### src/rtl/rdx4_sel_pkg.sv
package rdx4_sel_pkg;
   typedef logic [3:0] dcode_t;

   localparam dcode_t CODE_P2 = 4'b0001;
   localparam dcode_t CODE_P1 = 4'b0010;
   localparam dcode_t CODE_Z  = 4'b0000;
   localparam dcode_t CODE_M1 = 4'b0100;
   localparam dcode_t CODE_M2 = 4'b1000;

   localparam int NUM_COLS = 8;
   localparam int NUM_THR  = 4;

   // level 0 = m2, 1 = m1, 2 = m0, 3 = m-1; values scaled by 16
   function automatic logic signed [7:0] thr_val(input int level, input int col);
      logic signed [7:0] v;
      v = '0;
      case (level)
         0: case (col)
               0: v = 8'sd12; 1: v = 8'sd14; 2: v = 8'sd15; 3: v = 8'sd16;
               4: v = 8'sd18; 5: v = 8'sd20; 6: v = 8'sd20; default: v = 8'sd22;
            endcase
         1: case (col)
               0, 1, 2, 3: v = 8'sd4;
               4, 5:       v = 8'sd6;
               default:    v = 8'sd8;
            endcase
         2: case (col)
               0:          v = -8'sd4;
               1:          v = -8'sd5;
               2, 3, 4:    v = -8'sd6;
               default:    v = -8'sd8;
            endcase
         default: case (col)
               0: v = -8'sd13; 1: v = -8'sd15; 2: v = -8'sd16; 3: v = -8'sd17;
               4: v = -8'sd18; 5: v = -8'sd20; 6: v = -8'sd22; default: v = -8'sd23;
            endcase
      endcase
      return v;
   endfunction
endpackage

### src/rtl/rdx4_est_adder.sv
module rdx4_est_adder #(
   parameter int ADD_W      = 8,
   parameter int ADDER_KIND = 0
) (
   input  logic [ADD_W-1:0] a_in,
   input  logic [ADD_W-1:0] b_in,
   output logic [ADD_W-1:0] sum_out
);
   generate
      if (ADDER_KIND == 0) begin : g_behav
         assign sum_out = a_in + b_in;
      end else begin : g_ripple
         logic [ADD_W:0] cy;
         assign cy[0] = 1'b0;
         for (genvar i = 0; i < ADD_W; i++) begin : g_bit
            assign sum_out[i] = a_in[i] ^ b_in[i] ^ cy[i];
            assign cy[i+1]    = (a_in[i] & b_in[i]) | (cy[i] & (a_in[i] ^ b_in[i]));
         end
      end
   endgenerate
endmodule

### src/rtl/rdx4_col_pick.sv
module rdx4_col_pick #(
   parameter int DIV_W  = 56,
   parameter int ROOT_W = 56,
   parameter int ITER_W = 5
) (
   input  logic              is_sqrt,
   input  logic [ITER_W-1:0] iter_idx,
   input  logic [DIV_W-1:0]  divisor,
   input  logic [ROOT_W-1:0] root,
   output logic [2:0]        col
);
   localparam int RI = ROOT_W - 1;   // integer bit of the root
   localparam int DT = DIV_W - 2;    // divisor bit of weight 2^-2

   logic       first_iter;
   logic [2:0] div_col;
   logic [2:0] root_col;

   assign first_iter = (iter_idx == '0);
   assign div_col    = divisor[DT -: 3];

   always_comb begin
      if (first_iter)
         root_col = 3'b100;
      else if (root[RI])
         root_col = 3'b111;
      else
         root_col = root[RI-2 -: 3];
   end

   assign col = is_sqrt ? root_col : div_col;
endmodule

### src/rtl/rdx4_thr_cmp.sv
module rdx4_thr_cmp
   import rdx4_sel_pkg::*;
#(
   parameter int EST_W = 7
) (
   input  logic signed [EST_W-1:0] est,
   input  logic [2:0]              col,
   output dcode_t                  code
);
   logic signed [7:0] est_x;
   logic [NUM_THR-1:0] ge;

   assign est_x = 8'(est);

   generate
      for (genvar h = 0; h < NUM_THR; h++) begin : g_lvl
         logic signed [7:0] col_thr [NUM_COLS];
         for (genvar c = 0; c < NUM_COLS; c++) begin : g_col
            assign col_thr[c] = thr_val(h, c);
         end
         assign ge[h] = (est_x >= col_thr[col]);
      end
   endgenerate

   always_comb begin
      if (ge[0])      code = CODE_P2;
      else if (ge[1]) code = CODE_P1;
      else if (ge[2]) code = CODE_Z;
      else if (ge[3]) code = CODE_M1;
      else            code = CODE_M2;
   end
endmodule

### src/rtl/rdx4_digit_sel.sv
module rdx4_digit_sel
   import rdx4_sel_pkg::*;
#(
   parameter int RES_W      = 56,
   parameter int DIV_W      = 56,
   parameter int ROOT_W     = 56,
   parameter int ITER_W     = 5,
   parameter int ADD_W      = 8,
   parameter int ADDER_KIND = 0
) (
   input  logic              clk,
   input  logic              rst_n,
   input  logic              start,
   input  logic              step,
   input  logic              is_sqrt,
   input  logic [ITER_W-1:0] iter_idx,
   input  logic [RES_W-1:0]  wsum,
   input  logic [RES_W-1:0]  wcarry,
   input  logic [DIV_W-1:0]  divisor,
   input  logic [ROOT_W-1:0] root,
   output logic [3:0]        digit_code
);
   localparam int EST_W = ADD_W - 1;
   localparam int TOP   = RES_W - 1;

   generate
      if (ADD_W != 8) begin : g_bad_add
         $error("rdx4_digit_sel: ADD_W must be 8 for the fixed threshold table");
      end
      if (RES_W < ADD_W) begin : g_bad_res
         $error("rdx4_digit_sel: RES_W must be at least ADD_W");
      end
      if (DIV_W < 4) begin : g_bad_div
         $error("rdx4_digit_sel: DIV_W must be at least 4");
      end
      if (ROOT_W < 5) begin : g_bad_root
         $error("rdx4_digit_sel: ROOT_W must be at least 5");
      end
      if (ITER_W < 1) begin : g_bad_iter
         $error("rdx4_digit_sel: ITER_W must be at least 1");
      end
   endgenerate

   logic [ADD_W-1:0]        est_sum;
   logic signed [EST_W-1:0] est;
   logic [2:0]              col;
   dcode_t                  sel_code;
   dcode_t                  dig_q;

   rdx4_est_adder #(.ADD_W(ADD_W), .ADDER_KIND(ADDER_KIND)) u_add (
      .a_in    (wsum[TOP -: ADD_W]),
      .b_in    (wcarry[TOP -: ADD_W]),
      .sum_out (est_sum)
   );

   assign est = est_sum[ADD_W-1:1];

   rdx4_col_pick #(.DIV_W(DIV_W), .ROOT_W(ROOT_W), .ITER_W(ITER_W)) u_col (
      .is_sqrt  (is_sqrt),
      .iter_idx (iter_idx),
      .divisor  (divisor),
      .root     (root),
      .col      (col)
   );

   rdx4_thr_cmp #(.EST_W(EST_W)) u_cmp (
      .est  (est),
      .col  (col),
      .code (sel_code)
   );

   always_ff @(posedge clk) begin
      if (!rst_n)
         dig_q <= CODE_Z;
      else if (start)
         dig_q <= CODE_P1;
      else if (step)
         dig_q <= sel_code;
   end

   assign digit_code = dig_q;
endmodule

### config.mk
export PLATFORM = sky130hd
export DESIGN_NAME = rdx4_digit_sel
export DESIGN_NICKNAME = d
export VERILOG_FILES = /design/src/rtl/rdx4_sel_pkg.sv /design/src/rtl/rdx4_est_adder.sv /design/src/rtl/rdx4_col_pick.sv /design/src/rtl/rdx4_thr_cmp.sv /design/src/rtl/rdx4_digit_sel.sv
export SDC_FILE = /design/constraint.sdc
export NUM_CORES = 1
export LEC_CHECK = 0
export BUFFER_PORTS_ARGS = -buffer_cell sky130_fd_sc_hd__buf_2
export CORE_AREA = 8 8 87 89
export CTS_CLUSTER_DIAMETER = 50
export DETAILED_ROUTE_END_ITERATION = 10
export DIE_AREA = 0 0 95 97
export SLEW_MARGIN = 20
export SYNTH_ARGS = -nofsm -noshare
export SYNTH_HDL_FRONTEND = slang
export SYNTH_SLANG_ARGS = --single-unit
export TNS_END_PERCENT = 10
### constraint.sdc
create_clock -name clk -period 3.4 [get_ports clk]
set_input_delay 0.34 -clock clk [delete_from_list [all_inputs] [get_ports clk]]
set_output_delay 0.34 -clock clk [all_outputs]
set_load 0.005 [all_outputs]
==> metrics.txt <==
# TYPE chip_impl_metric gauge
chip_impl_metric{name="finalMaxSlewViolations",unit=""} 0
chip_impl_info{name="worst-setup-path-type",value="in -> reg"} 1
chip_impl_metric{name="fmax",unit="GHz"} 0.336
chip_impl_metric{name="global_route_total_usage_across_every_layer",unit="%"} 6.19
chip_impl_metric{name="drt_iter0_drc",unit=""} 13
chip_impl_metric{name="post-layout-total-power",unit="mW"} 0.404
chip_impl_metric{name="cp_max_fo",unit=""} 3
chip_impl_metric{name="final.period_utilization",unit="%"} 87.5
chip_impl_metric{name="finalInstanceArea",unit="mm^2"} 0.00141
chip_impl_info{name="worstHoldPathType",value="in -> reg"} 1
chip_impl_metric{name="cts_hold_buffers",unit=""} 0
chip_impl_metric{name="dpl-instance-area",unit="mm^2"} 0.00137
chip_impl_metric{name="relSlewSlack",unit="%"} 36.2
chip_impl_info{name="tritoncts",value="built"} 1
chip_impl_metric{name="dr_total_vias",unit=""} 1073
chip_impl_metric{name="setup-violations-final",unit=""} 0
chip_impl_metric{name="syn_avg_cell_area",unit="um^2"} 8.12
chip_impl_metric{name="drt-pass1-iter-count",unit=""} 4
chip_impl_metric{name="drv.max_cap_violation_count",unit=""} 0
chip_impl_metric{name="fin_setup_tns",unit="ns"} 0
chip_impl_metric{name="n_antenna_cell",unit=""} 0
chip_impl_metric{name="num_io_pins",unit=""} 238
chip_impl_metric{name="wire_per_inst",unit="um"} 11.2
chip_impl_metric{name="route.detailed.drc",unit=""} 0
chip_impl_metric{name="ant_nets",unit=""} 0
chip_impl_metric{name="multi_input_area",unit="um^2"} 937
chip_impl_metric{name="routed_wl",unit="um"} 2810
chip_impl_metric{name="largest_reg_flops",unit=""} 4
chip_impl_metric{name="die_y",unit="um"} 97
chip_impl_metric{name="power_density",unit="mW/mm^2"} 288
chip_impl_metric{name="dieWidth",unit="um"} 95
chip_impl_metric{name="clk_path_buf_depth",unit=""} 2
chip_impl_metric{name="synth-seq-area-share",unit="%"} 7.53
chip_impl_metric{name="vias_in_the_first_global_route",unit=""} 1103
chip_impl_metric{name="globalplace.congestion",unit=""} 0.731
chip_impl_metric{name="floorplan.core_area",unit="mm^2"} 0.00620
chip_impl_metric{name="grt_first_pass_wirelength",unit="um"} 4810
chip_impl_info{name="setup_repair_after_global_routing_missed_its_margin",value="no"} 1
chip_impl_metric{name="critPathRequiredTime",unit="ns"} 3.50
chip_impl_metric{name="cts-resized-gates",unit=""} 0
chip_impl_metric{name="fillCellCount",unit=""} 694
chip_impl_metric{name="die_footprint",unit="mm^2"} 0.00922
chip_impl_metric{name="worstMarginPinSlew",unit="ns"} 0.954
chip_impl_info{name="clock_tree.root_cell",value="sky130_fd_sc_hd__clkbuf_8"} 1
chip_impl_metric{name="synth_warnings",unit=""} 0
chip_impl_metric{name="number_of_distinct_standard_cells_referenced_by_the_synthesized_netlist",unit=""} 42
chip_impl_metric{name="synth_cells",unit=""} 131
chip_impl_metric{name="syn_nets",unit=""} 393
chip_impl_metric{name="fin_cells",unit=""} 250
chip_impl_metric{name="synthToLayoutAreaGrowth",unit="%"} 32.2
chip_impl_metric{name="htree_levels",unit=""} 1
chip_impl_info{name="crit_path_end_kind",value="register"} 1
chip_impl_metric{name="dpl.cell_count",unit=""} 247
chip_impl_metric{name="layout_cell_share_with_drive_strength_beyond_1",unit="%"} 34.1
chip_impl_metric{name="finalNetCount",unit=""} 437
chip_impl_metric{name="footprint_of_the_flip_flops_and_latches",unit="um^2"} 80.1
chip_impl_metric{name="grt_ovf",unit=""} 0
chip_impl_metric{name="cts_sinks",unit=""} 4
chip_impl_info{name="outcome",value="finished, final reports clean"} 1
chip_impl_info{name="timing.critical_path.from_type",value="primary input"} 1
chip_impl_metric{name="synth-seq-cells",unit=""} 4
chip_impl_metric{name="placement.io_buffers",unit=""} 36
chip_impl_metric{name="initial_utilization",unit="%"} 17.1
chip_impl_metric{name="antenna_found_initial",unit=""} 0
chip_impl_metric{name="p_leak",unit="nW"} 0.692
chip_impl_metric{name="arrival",unit="ns"} 3.07
chip_impl_metric{name="final_core_util",unit="%"} 22.7
chip_impl_metric{name="finalWorstPathRequiredPeriod",unit="ns"} 2.97
chip_impl_metric{name="insertion_delay",unit="ns"} 0.21
chip_impl_metric{name="hold_viol",unit=""} 0
chip_impl_metric{name="rows",unit=""} 29
chip_impl_metric{name="clkTransAtPathRegs",unit="ns"} 0.03
chip_impl_metric{name="worst_clock_skew",unit="ns"} 0
chip_impl_metric{name="grt_max_degree",unit=""} 10
chip_impl_metric{name="synth_area",unit="mm^2"} 0.00106
chip_impl_metric{name="number_of_buffers_added_by_the_clock_tree_synthesis_step",unit=""} 3
chip_impl_metric{name="place_hpwl",unit="um"} 2560
chip_impl_metric{name="power.ir.vdd_worst",unit="V"} 0.000131
chip_impl_metric{name="setup_buffers_after_cts",unit=""} 0
chip_impl_metric{name="detail_route.vias_per_cell",unit=""} 4.29
==> power breakdown <==
group          internal (mW)  switching, mW  total, mW
Combinational          0.121          0.135      0.256
Clock                 0.0752         0.0214     0.0966
Sequential            0.0506        0.00135     0.0520
Total                  0.247          0.158      0.404
==> worst max-delay path, stage by stage <==
cell and delay (ns):
sky130_fd_sc_hd__buf_2 0.09, sky130_fd_sc_hd__or4_1 0.52, sky130_fd_sc_hd__o21ai_2 0.17, sky130_fd_sc_hd__nor2_1 0.07, sky130_fd_sc_hd__a21oi_1 0.15, sky130_fd_sc_hd__inv_1 0.08
sky130_fd_sc_hd__ha_1 0.32, sky130_fd_sc_hd__xor2_1 0.17, sky130_fd_sc_hd__ha_1 0.33, sky130_fd_sc_hd__o21ai_0 0.07, sky130_fd_sc_hd__o21ai_0 0.20, sky130_fd_sc_hd__a211oi_1 0.12
sky130_fd_sc_hd__and3_1 0.19, sky130_fd_sc_hd__a32o_1 0.25
==> layout by cell type, fill, tap and decap left out, types with 2 or more instances in the layout <==
master and instances:
sky130_fd_sc_hd__xor2_1 3, sky130_fd_sc_hd__inv_1 11, sky130_fd_sc_hd__a21o_1 2, sky130_fd_sc_hd__a31oi_1 2, sky130_fd_sc_hd__nand2b_1 6, sky130_fd_sc_hd__dfxtp_1 4
sky130_fd_sc_hd__o211ai_1 2, sky130_fd_sc_hd__nand2_1 10, sky130_fd_sc_hd__clkbuf_8 3, sky130_fd_sc_hd__a21oi_2 4, sky130_fd_sc_hd__nor3b_1 2, sky130_fd_sc_hd__and2_1 2
sky130_fd_sc_hd__ha_1 27, sky130_fd_sc_hd__buf_4 4, sky130_fd_sc_hd__a21oi_1 9, sky130_fd_sc_hd__mux2_2 2, sky130_fd_sc_hd__a211oi_1 2, sky130_fd_sc_hd__xnor2_1 3
sky130_fd_sc_hd__nor2b_1 2, sky130_fd_sc_hd__o21ai_0 5, sky130_fd_sc_hd__o21ai_1 3, sky130_fd_sc_hd__nor2_1 8, sky130_fd_sc_hd__buf_2 36
==> metal layers <==
metal	wire length [um]	GRT usage, %
met3	181	1.39
met5	0	0
met2	1100	9.31
met4	0	1.08
met1	1530	8.74
==> cells by family (layout without fill, tap and decap cells) <==
group | Yosys count | count (layout) | share of synthesized area, %
compound gates | 39 | 39 | 26.4
simple gates | 39 | 39 | 20.1
fa+ha+maj | 28 | 28 | 33.6
buf+inv | 12 | 54 | 4.35
xor+xnor | 6 | 6 | 4.94
flops | 4 | 4 | 7.53
mux | 3 | 3 | 3.06
==> per-stage QoR <==
stage	hold slack [ns]	setup WS, ns
after global routing	0.387	0.230
after detailed placement	0.444	0.177
after floorplan	0.444	0.353
after CTS	0.379	0.411
after global placement	0.449	0.188
final	0.378	0.426
==> synthesized netlist by cell type, drive strengths merged <==
master   count  area, um^2
ha          27         338
a21oi       13        80.1
inv         11        41.3
nand2       11        43.8
nor2         9        36.3
o21ai        9        48.8
nand2b       6        37.5
dfxtp        4        80.1
a211oi       3        27.5
xnor2        3        26.3
xor2         3        26.3
a21o         2        15.0
a31oi        2        12.5
and2         2        12.5
and3         2        13.8
mux2         2        22.5
nor2b        2        12.5
nor3b        2        15.0
o211ai       2        15.0
a211o        1        8.76
a21bo        1        10.0
a311oi       1        15.0
a32o         1        10.0
and4b        1        11.3
buf          1        5.00
fa           1        20.0
mux2i        1        10.0
nand4        1        6.26
nor4         1        6.26
o21a         1        7.51
o2bb2ai      1        8.76
o31ai        1        12.5
o32ai        1        8.76
or3          1        11.3
or4          1        7.51
==> worst paths after layout <==
check	slack, ns	cells past startpoint	end	from
hold reg to reg	0.45	2	digit_code[3]	digit_code[3]
setup reg to reg	2.63	2	digit_code[1]	digit_code[1]
setup / recovery	0.43	14	digit_code[1]	iter_idx[0]
hold / removal	0.38	2	digit_code[1]	rst_n
==> cell type report <==
type,count,area share [%]
multi-input combinational,115,66.6
timing repair buffer,40,14.9
tap,77,6.85
sequential,4,5.69
clock buffer,3,2.94
inverter,11,2.94
Power figures use the tool's default switching activity.
